[config.mk]
export PLATFORM = sky130hd
export DESIGN_NAME = pwm_deadband
export DESIGN_NICKNAME = d
export VERILOG_FILES = /design/src/rtl/pwm_dead_pkg.sv /design/src/rtl/pwm_dead_datapath.sv /design/src/rtl/pwm_dead_control.sv /design/src/rtl/pwm_deadband.sv
export SDC_FILE = /design/constraint.sdc
export NUM_CORES = 1
export LEC_CHECK = 0
export ABC_CLOCK_PERIOD_IN_PS = 3100
export BUFFER_PORTS_ARGS = -buffer_cell sky130_fd_sc_hd__clkbuf_2
export CAP_MARGIN = 40
export CORE_MARGIN = 5
export CORE_UTILIZATION = 35
export CTS_CLUSTER_DIAMETER = 120
export DETAILED_ROUTE_END_ITERATION = 10
export PLACE_DENSITY = 0.53
export SLEW_MARGIN = 20
export SYNTH_ARGS = -nofsm -noshare
export SYNTH_HDL_FRONTEND = slang
export SYNTH_SLANG_ARGS = --single-unit
[constraint.sdc]
create_clock -name clk -period 3.1 [get_ports clk]
set_input_delay 0.62 -clock clk [delete_from_list [all_inputs] [get_ports clk]]
set_output_delay 0.62 -clock clk [all_outputs]
set_load 0.02 [all_outputs]
[src/rtl/pwm_dead_pkg.sv]
package pwm_dead_pkg;

  typedef enum logic [1:0] {
    ST_OFF  = 2'd0,
    ST_WAIT = 2'd1,
    ST_ON   = 2'd2
  } dbState_e;

  // strobes from control to datapath
  typedef struct packed {
    logic latchLevel;  // capture pwmIn as the held level
    logic loadCode;    // capture the dead-time code
    logic clrCnt;      // clear the dead-time counter
    logic incCnt;      // advance the dead-time counter
    logic dropAll;     // force both outputs inactive
    logic driveNow;    // drive outputs from the live pwm level
    logic driveHeld;   // drive outputs from the held level
  } dbStrobe_t;

endpackage

[src/rtl/pwm_dead_datapath.sv]
module pwm_dead_datapath
  import pwm_dead_pkg::*;
#(
  parameter int CODE_W = 3
) (
  input  logic              clk,
  input  logic              rst,
  input  dbStrobe_t         strobe,
  input  logic              pwmIn,
  input  logic [CODE_W-1:0] delayCode,
  output logic              levelQ,
  output logic              termHit,
  output logic              codeZero,
  output logic              outTrue,
  output logic              outComp
);

  localparam int CNT_W = 2 ** CODE_W;

  logic [CODE_W-1:0] codeQ;
  logic [CNT_W-1:0]  cntQ;
  logic [CNT_W-1:0]  termValue;
  logic              driveLevel;

  // terminal count is 2^codeQ - 1: a thermometer of codeQ ones
  for (genvar i = 0; i < CNT_W; i++) begin : g_term
    assign termValue[i] = (32'(codeQ) > i);
  end

  assign termHit    = (cntQ == termValue);
  assign codeZero   = (delayCode == '0);
  assign driveLevel = strobe.driveNow ? pwmIn : levelQ;

  always_ff @(posedge clk) begin
    if (rst) begin
      levelQ  <= 1'b0;
      codeQ   <= '0;
      cntQ    <= '0;
      outTrue <= 1'b0;
      outComp <= 1'b0;
    end else begin
      if (strobe.latchLevel) levelQ <= pwmIn;
      if (strobe.loadCode)   codeQ  <= delayCode;
      if (strobe.clrCnt)      cntQ <= '0;
      else if (strobe.incCnt) cntQ <= cntQ + 1'b1;
      if (strobe.dropAll) begin
        outTrue <= 1'b0;
        outComp <= 1'b0;
      end else if (strobe.driveNow || strobe.driveHeld) begin
        outTrue <= driveLevel;
        outComp <= ~driveLevel;
      end
    end
  end

  // the pair of outputs never overlaps
  p_exclusive_r5: assert property (@(posedge clk) disable iff (rst)
    !(outTrue && outComp));

  // the counter never runs past the captured terminal value
  p_cnt_bound_r6: assert property (@(posedge clk) disable iff (rst)
    cntQ <= termValue);

endmodule

[src/rtl/pwm_dead_control.sv]
module pwm_dead_control
  import pwm_dead_pkg::*;
(
  input  logic      clk,
  input  logic      rst,
  input  logic      enable,
  input  logic      pwmIn,
  input  logic      levelQ,
  input  logic      termHit,
  input  logic      codeZero,
  output dbStrobe_t strobe,
  output dbState_e  stateQ
);

  dbState_e stateNext;
  logic     startEvt;

  // a fresh dead time starts on enable or on any change of the level
  assign startEvt = enable && ((stateQ == ST_OFF) || (pwmIn != levelQ));

  always_comb begin
    strobe    = '0;
    stateNext = stateQ;
    if (!enable) begin
      strobe.clrCnt     = 1'b1;
      strobe.dropAll    = 1'b1;
      strobe.latchLevel = 1'b1;
      stateNext         = ST_OFF;
    end else if (startEvt) begin
      strobe.latchLevel = 1'b1;
      strobe.loadCode   = 1'b1;
      strobe.clrCnt     = 1'b1;
      if (codeZero) begin
        strobe.driveNow = 1'b1;
        stateNext       = ST_ON;
      end else begin
        strobe.dropAll  = 1'b1;
        stateNext       = ST_WAIT;
      end
    end else if (stateQ == ST_WAIT) begin
      if (termHit) begin
        strobe.driveHeld = 1'b1;
        stateNext        = ST_ON;
      end else begin
        strobe.incCnt    = 1'b1;
      end
    end
  end

  always_ff @(posedge clk) begin
    if (rst) stateQ <= ST_OFF;
    else     stateQ <= stateNext;
  end

  // a change with a nonzero code always (re)enters the waiting state
  p_restart_r6: assert property (@(posedge clk) disable iff (rst)
    (startEvt && !codeZero) |=> (stateQ == ST_WAIT));

  // dropping the enable always leaves the block in the off state
  p_off_r7: assert property (@(posedge clk) disable iff (rst)
    !enable |=> (stateQ == ST_OFF));

endmodule

[src/rtl/pwm_deadband.sv]
module pwm_deadband
  import pwm_dead_pkg::*;
#(
  parameter int CODE_W = 3
) (
  input  logic              clk,
  input  logic              rst,
  input  logic              enable,
  input  logic              pwmIn,
  input  logic [CODE_W-1:0] delayCode,
  output logic              outTrue,
  output logic              outComp
);

  dbStrobe_t strobe;
  dbState_e  stateQ;
  logic      levelQ;
  logic      termHit;
  logic      codeZero;

  pwm_dead_control u_ctrl (
    .clk      (clk),
    .rst      (rst),
    .enable   (enable),
    .pwmIn    (pwmIn),
    .levelQ   (levelQ),
    .termHit  (termHit),
    .codeZero (codeZero),
    .strobe   (strobe),
    .stateQ   (stateQ)
  );

  pwm_dead_datapath #(.CODE_W(CODE_W)) u_dp (
    .clk       (clk),
    .rst       (rst),
    .strobe    (strobe),
    .pwmIn     (pwmIn),
    .delayCode (delayCode),
    .levelQ    (levelQ),
    .termHit   (termHit),
    .codeZero  (codeZero),
    .outTrue   (outTrue),
    .outComp   (outComp)
  );

  // the leaving output drops on the first edge that sees the change
  p_drop_true_r4: assert property (@(posedge clk) disable iff (rst)
    (enable && outTrue && !pwmIn) |=> !outTrue);
  p_drop_comp_r4: assert property (@(posedge clk) disable iff (rst)
    (enable && outComp && pwmIn) |=> !outComp);

  // disabled means both outputs inactive
  p_disable_r7: assert property (@(posedge clk) disable iff (rst)
    !enable |=> (!outTrue && !outComp));

endmodule

== Word-level counts from Yosys, hierarchy flattened ==
Cells that the tools add are included.

* Add/sub/neg operators: 1
* Order comparisons: 7
* Equality and inequality tests: 3
* Muxes and demuxes: 21
* Bitwise logic cells: 2
* Reduce and logical (&&, ||, !) cells: 11

{| class="wikitable"
|+ Operator list
! kind !! number
|-
| two-way mux 1 bit || 14
|-
| two-way mux 2 bit || 6
|-
| > comparator 3 bit, second input constant || 3
|-
| adder 8 x 1 -> 8 bit, second input constant || 1
|-
| == test 8 x 7 -> 1 bit || 1
|-
| > comparator 3 x 1 -> 1 bit, second input constant || 2
|-
| > comparator 3 x 2 -> 1 bit, second input constant || 2
|-
| OR reduction 2 bit || 3
|-
| nonzero test 2 bit || 2
|-
| logical NOT 3 bit || 1
|-
| two-way mux 3 bit || 1
|-
| == test 2 x 1 -> 1 bit, second input constant || 1
|-
| logical NOT 2 bit || 1
|-
| logical OR 1 bit || 2
|-
| inverter 1 bit || 2
|-
| AND reduction 2 bit || 1
|-
| logical AND 1 bit || 1
|-
| inequality test 1 bit || 1
|}

* Register bits: 16
* Input bits: 7

== Logic depth before layout (Yosys ltp) ==
* Word-level depth: 8
* Mapped depth: 8
* Gate-level depth less buffers: 6

== By module ==
Synthesis repeated with hierarchy kept, for this count alone.

* Cell total of the unflattened synthesis: 106
* Area, all modules: 890.9 µm²

{| class="wikitable"
|+ By module, submodules not included
! module !! instances !! cells each !! area an instance (µm²) !! seq. area each (µm²)
|-
| pwm_dead_datapath || 1 || 86 || 721.9 || 280.3
|-
| pwm_dead_control || 1 || 20 || 168.9 || 40.0
|}

== Least setup slack after synthesis ==
Ideal clock, no wire load.

* Path type: input -> register
* Start: in pwmIn
* End: reg u_dp.outComp
* Arrival time: 1856 ps
* Slack: 1123 ps
* Stages: 5
* Buffers on the path: 0
* Cell sequence: xor2_1 -> o21ai_1 -> nor2b_1 -> a21oi_1 -> mux2_4

* Word-level cells in the longest chain between the ends: 7
* Elaborated cells on any way between the ends: 11
* Those cells by class: eq/ne (1); mux (5); bitwise (1); reduce/logical (4)

{| class="wikitable"
|+ Ends and longest elaborated chain
! what !! line !! source
|-
| start, declared || pwm_deadband.sv:9 || <nowiki>input logic pwmIn,</nowiki>
|-
| inequality test 1 bit || pwm_dead_control.sv:19 || <nowiki>assign startEvt = enable && ((stateQ == ST_OFF) || (pwmIn != levelQ));</nowiki>
|-
| logical OR 1 bit || pwm_dead_control.sv:19 ||
|-
| logical AND 1 bit || pwm_dead_control.sv:19 ||
|-
| two-way mux 2 bit || pwm_dead_control.sv:29 || <nowiki>end else if (startEvt) begin</nowiki>
|-
| two-way mux 2 bit || pwm_dead_control.sv:24 || <nowiki>if (!enable) begin</nowiki>
|-
| two-way mux 1 bit || pwm_dead_datapath.sv:32 || <nowiki>assign driveLevel = strobe.driveNow ? pwmIn : levelQ;</nowiki>
|-
| inverter 1 bit || pwm_dead_datapath.sv:51 || <nowiki>outComp <= ~driveLevel;</nowiki>
|-
| end signal, assigned || pwm_dead_datapath.sv:51 ||
|-
| end, declared || pwm_dead_datapath.sv:15 || <nowiki>output logic outComp</nowiki>
|}

Several ways; a longest one is shown, not always the timed one.
A chain may end at the register's enable or synchronous reset.

== Final worst setup path ==
* Start: reg u_dp.codeQ[1]
* End: reg u_dp.cntQ[5]

* Word-level cells in the longest chain between the ends: 6
* Elaborated cells on any way between the ends: 12
* Those cells by class: order compare (7); eq/ne (1); mux (4)

{| class="wikitable"
|+ Ends and longest elaborated chain
! what !! line !! source
|-
| start, declared || pwm_dead_datapath.sv:20 || <nowiki>logic [CODE_W-1:0] codeQ;</nowiki>
|-
| start signal, assigned || pwm_dead_datapath.sv:43 || <nowiki>if (strobe.loadCode) codeQ <= delayCode;</nowiki>
|-
| > comparator 3 x 1 -> 1 bit, or another cell as far along || pwm_dead_datapath.sv:27 || <nowiki>assign termValue[i] = (32'(codeQ) > i);</nowiki>
|-
| == test 8 x 7 -> 1 bit (*) || pwm_dead_datapath.sv:30 || <nowiki>assign termHit = (cntQ == termValue);</nowiki>
|-
| two-way mux 1 bit (*) || pwm_dead_control.sv:41 || <nowiki>if (termHit) begin</nowiki>
|-
| two-way mux 1 bit (*) || pwm_dead_control.sv:40 || <nowiki>end else if (stateQ == ST_WAIT) begin</nowiki>
|-
| two-way mux 1 bit (*) || pwm_dead_control.sv:29 ||
|-
| two-way mux 1 bit (*) || pwm_dead_control.sv:24 ||
|-
| end signal, assigned || pwm_dead_datapath.sv:45 || <nowiki>else if (strobe.incCnt) cntQ <= cntQ + 1'b1;</nowiki>
|-
| end, declared || pwm_dead_datapath.sv:21 || <nowiki>logic [CNT_W-1:0] cntQ;</nowiki>
|}

Every way passes the cells marked *; elsewhere a longest branch is shown, timed or not.

==> results.toml <==
[clock_tree]
cts_htree_levels = 1
clk_pin_slew_worst_paths_ns = 0.10
root_buffer = "clkbuf_4"
cts_tree = "yes"
numCtsBuffers = 3
post_cts_buffers = 0
insertion_delay_ns = 0.28
postCtsResizedCells = 0
postCtsHoldBufs = 0
cts_sinks = 16
ctsLongestPathBuffers = 2

[place]
placed_cells = 145
portBuffers = 8
pre_cts_ws_ns = 0.7820
finalWeightedCongestion = 0.7857
dpl_cell_area_um2 = 1001
hpwl_um = 1435

[synthesis]
syn_area_per_cell_um2 = 8.634
synth_cell_type_count = 46
ys.warnings.count = 0
syn_area_um2 = 958.4
synth_adder_area_share_pct = 1.305
yosysMostFrequentCell = "dfxtp_1"
synth-simple-area-share_pct = 27.68
synthXorXnorAreaFrac_pct = 3.655
synthTopCellsByArea = "dfxtp_1 33%, nand3_1 3.7%, mux2i_1 3.1%, nand2_1 3.1%, nor2_1 3.1%"
synth-seq-area-share_pct = 33.42
synth_compound_area_share_pct = 22.72
synth_edf_count = 0
synthFlopType = "dfxtp_1"
synthesis.nets = 119
synthCells = 111
synthTopCellsByCount = "16 x dfxtp_1, 8 x nand2_1, 8 x nor2_1, 7 x nand3_1"
synth-async-reset-ratio_pct = 0
synth_seq_cells = 16
synthMuxAreaShare_pct = 5.875
synth_top_area_cell = "dfxtp_1"
synth_top_family_by_area = "simple AND/OR/NAND/NOR gates"
synth_top_area_share_pct = 33.42

[worst_hold_path]
min_to = "u_dp.cntQ[7]"
min_path_type = "reg2reg"
min_path_cells = 2
hold_start = "u_dp.cntQ[7]"

[sta]
maxSlewViolCount = 0
clock_skew_ns = 0.005743
tightest_slew_ns = 0.6915
rsz0062_at_grt = "false"
hold_viol_final = 0
setup_tns_ns = 0
period_needed_ns = 2.131
finalSetupViolCount = 0
slew_headroom_pct = 53.59
holdWs_ns = 0.4930
fin_crit_sh_pct = 68.74
fmax_mhz = 469.3
layout_setup_ws_ns = 0.9691

[grt]
antenna_found_initial = 0
grt_overflow = 0
grt_pass1_wl_um = 3167
grt_max_degree = 14
track_usage_pct = 9.665
grt_pass1_vias = 746

[final_layout]
antenna_cells = 0
fillers = 295
multiInputGateArea_um2 = 586.8
drive_above_1_share_pct = 16.95
final_util_pct = 38.61
regArea_um2 = 320.3
area_delta_synth_final_pct = 8.224
final_cells = 149
final_nets = 127
final_area_um2 = 1037

[drt]
drtIter0Drc = 15
drc = 0
vias = 811
finalWirelength_um = 1888
firstDrtPassIters = 4
ant_nets = 0
routedWlPerCell_um = 12.67
viasPerCell = 5.443

[floorplan]
core-area_um2 = 2686
die_area_um2 = 3885
num_rows = 19
initial_core_util_pct = 35.68
die_x_um = 62.33
fp.dieH_um = 62.33
io_pins = 9

[critical_path]
r2r_cells = 6
cp_cell_sequence = "or4b_1 > nand4_1 > a21oi_2 > o31ai_4 > or4_1 > a21oi_1"
critPathMaxFanout = 13
r2r_end = "u_dp.cntQ[5]"
r2r-start = "u_dp.codeQ[1]"
crit_start = "u_dp.codeQ[1]"
cp-end-kind = "register"
cp-start-kind = "register"
r2r_slack_ns = 0.97
arrival_ns = 2.30
cpMaxStageDelayCell = "dfxtp_1"
path_class = "reg2reg"
required_ns = 3.27
slowest_delay_ns = 0.54

[power]
power.density_nw_per_um2 = 392.8
peakVddDrop_uv = 229.5
p_leak_nw = 0.3713
power.total_mw = 0.4074

[flow_run]
cap_violations = 0

[status]
status = "completed"
## registers in the layout, summed over array words and instances (netlist names)
name,cells
u_ctrl.stateQ,2
u_dp.cntQ,8
u_dp.codeQ,3
u_dp.levelQ,1
u_dp.outComp,1
u_dp.outTrue,1
## area by class of cell
class / count / area share [%]
Multi-Input combinational cell: 86 / 56.57
Sequential cell: 16 / 30.88
Timing Repair Buffer: 8 / 3.860
Tap cell: 31 / 3.739
Clock buffer: 4 / 3.498
Inverter: 4 / 1.448
## cell families (layout without fill, tap and decap cells)
kind of cell	Yosys count	in the layout
AO/OA/AOI/OAI	29	29
XOR/XNOR	4	4
adder cells (fa/ha/maj)	1	1
buffers and inverters	9	16
flip-flops	16	16
multiplexers	5	5
AND/OR/NAND/NOR	47	47
## power by group
part           internal, mW  switching [mW]  total, mW
clock network        0.0714          0.0648      0.136
logic                0.0227          0.0300     0.0527
registers             0.210         0.00820      0.219
## routing by layer
| layer | GRT usage (%) | up-vias | routed length (µm) |
|---|---|---|---|
| met2 | 16.06 | 5 | 915 |
| met1 | 12.25 | 377 | 945 |
| met3 | 1.622 | 0 | 27 |
| met4 | 3.979 | 0 | 0 |
| met5 | 0 | - | 0 |
| li1 | - | 429 | - |
## worst max path at each step
| stage | slack, ns | end |
|---|---|---|
| 5_1_grt | 0.77 | u_dp.cntQ[7] |
| 6_report | 0.97 | u_dp.cntQ[5] |
| 3_3_place_gp | 0.80 | u_dp.outComp |
| 2_1_floorplan | 1.12 | u_dp.outComp |
| 4_1_cts | 0.94 | u_dp.cntQ[3] |
| 3_5_place_dp | 0.78 | u_dp.outComp |
## placed cells by master, fill, tap and decap left out, types with 2 or more instances in the layout
master	n
dfxtp_1	16
nor2_1	8
nand2_1	8
clkbuf_2	8
nand3_1	7
nor2b_1	4
a21oi_1	4
o21ai_1	4
xor2_1	3
or3_1	3
inv_1	3
o31ai_1	3
mux2i_1	3
clkbuf_4	3
nand2b_1	2
or4b_1	2
a21oi_2	2
a21boi_0	2
a31oi_1	2
o21ai_0	2
nor3_2	2
or4_1	2
nor3_1	2
## critical path: cells and delay by family, from the launching register on
kind,cells,cell delay [ns]
AO/OA/AOI/OAI,3,0.69
flip-flops,1,0.54
AND/OR/NAND/NOR,3,0.79
No activity file was read; power rests on OpenSTA's default activity.
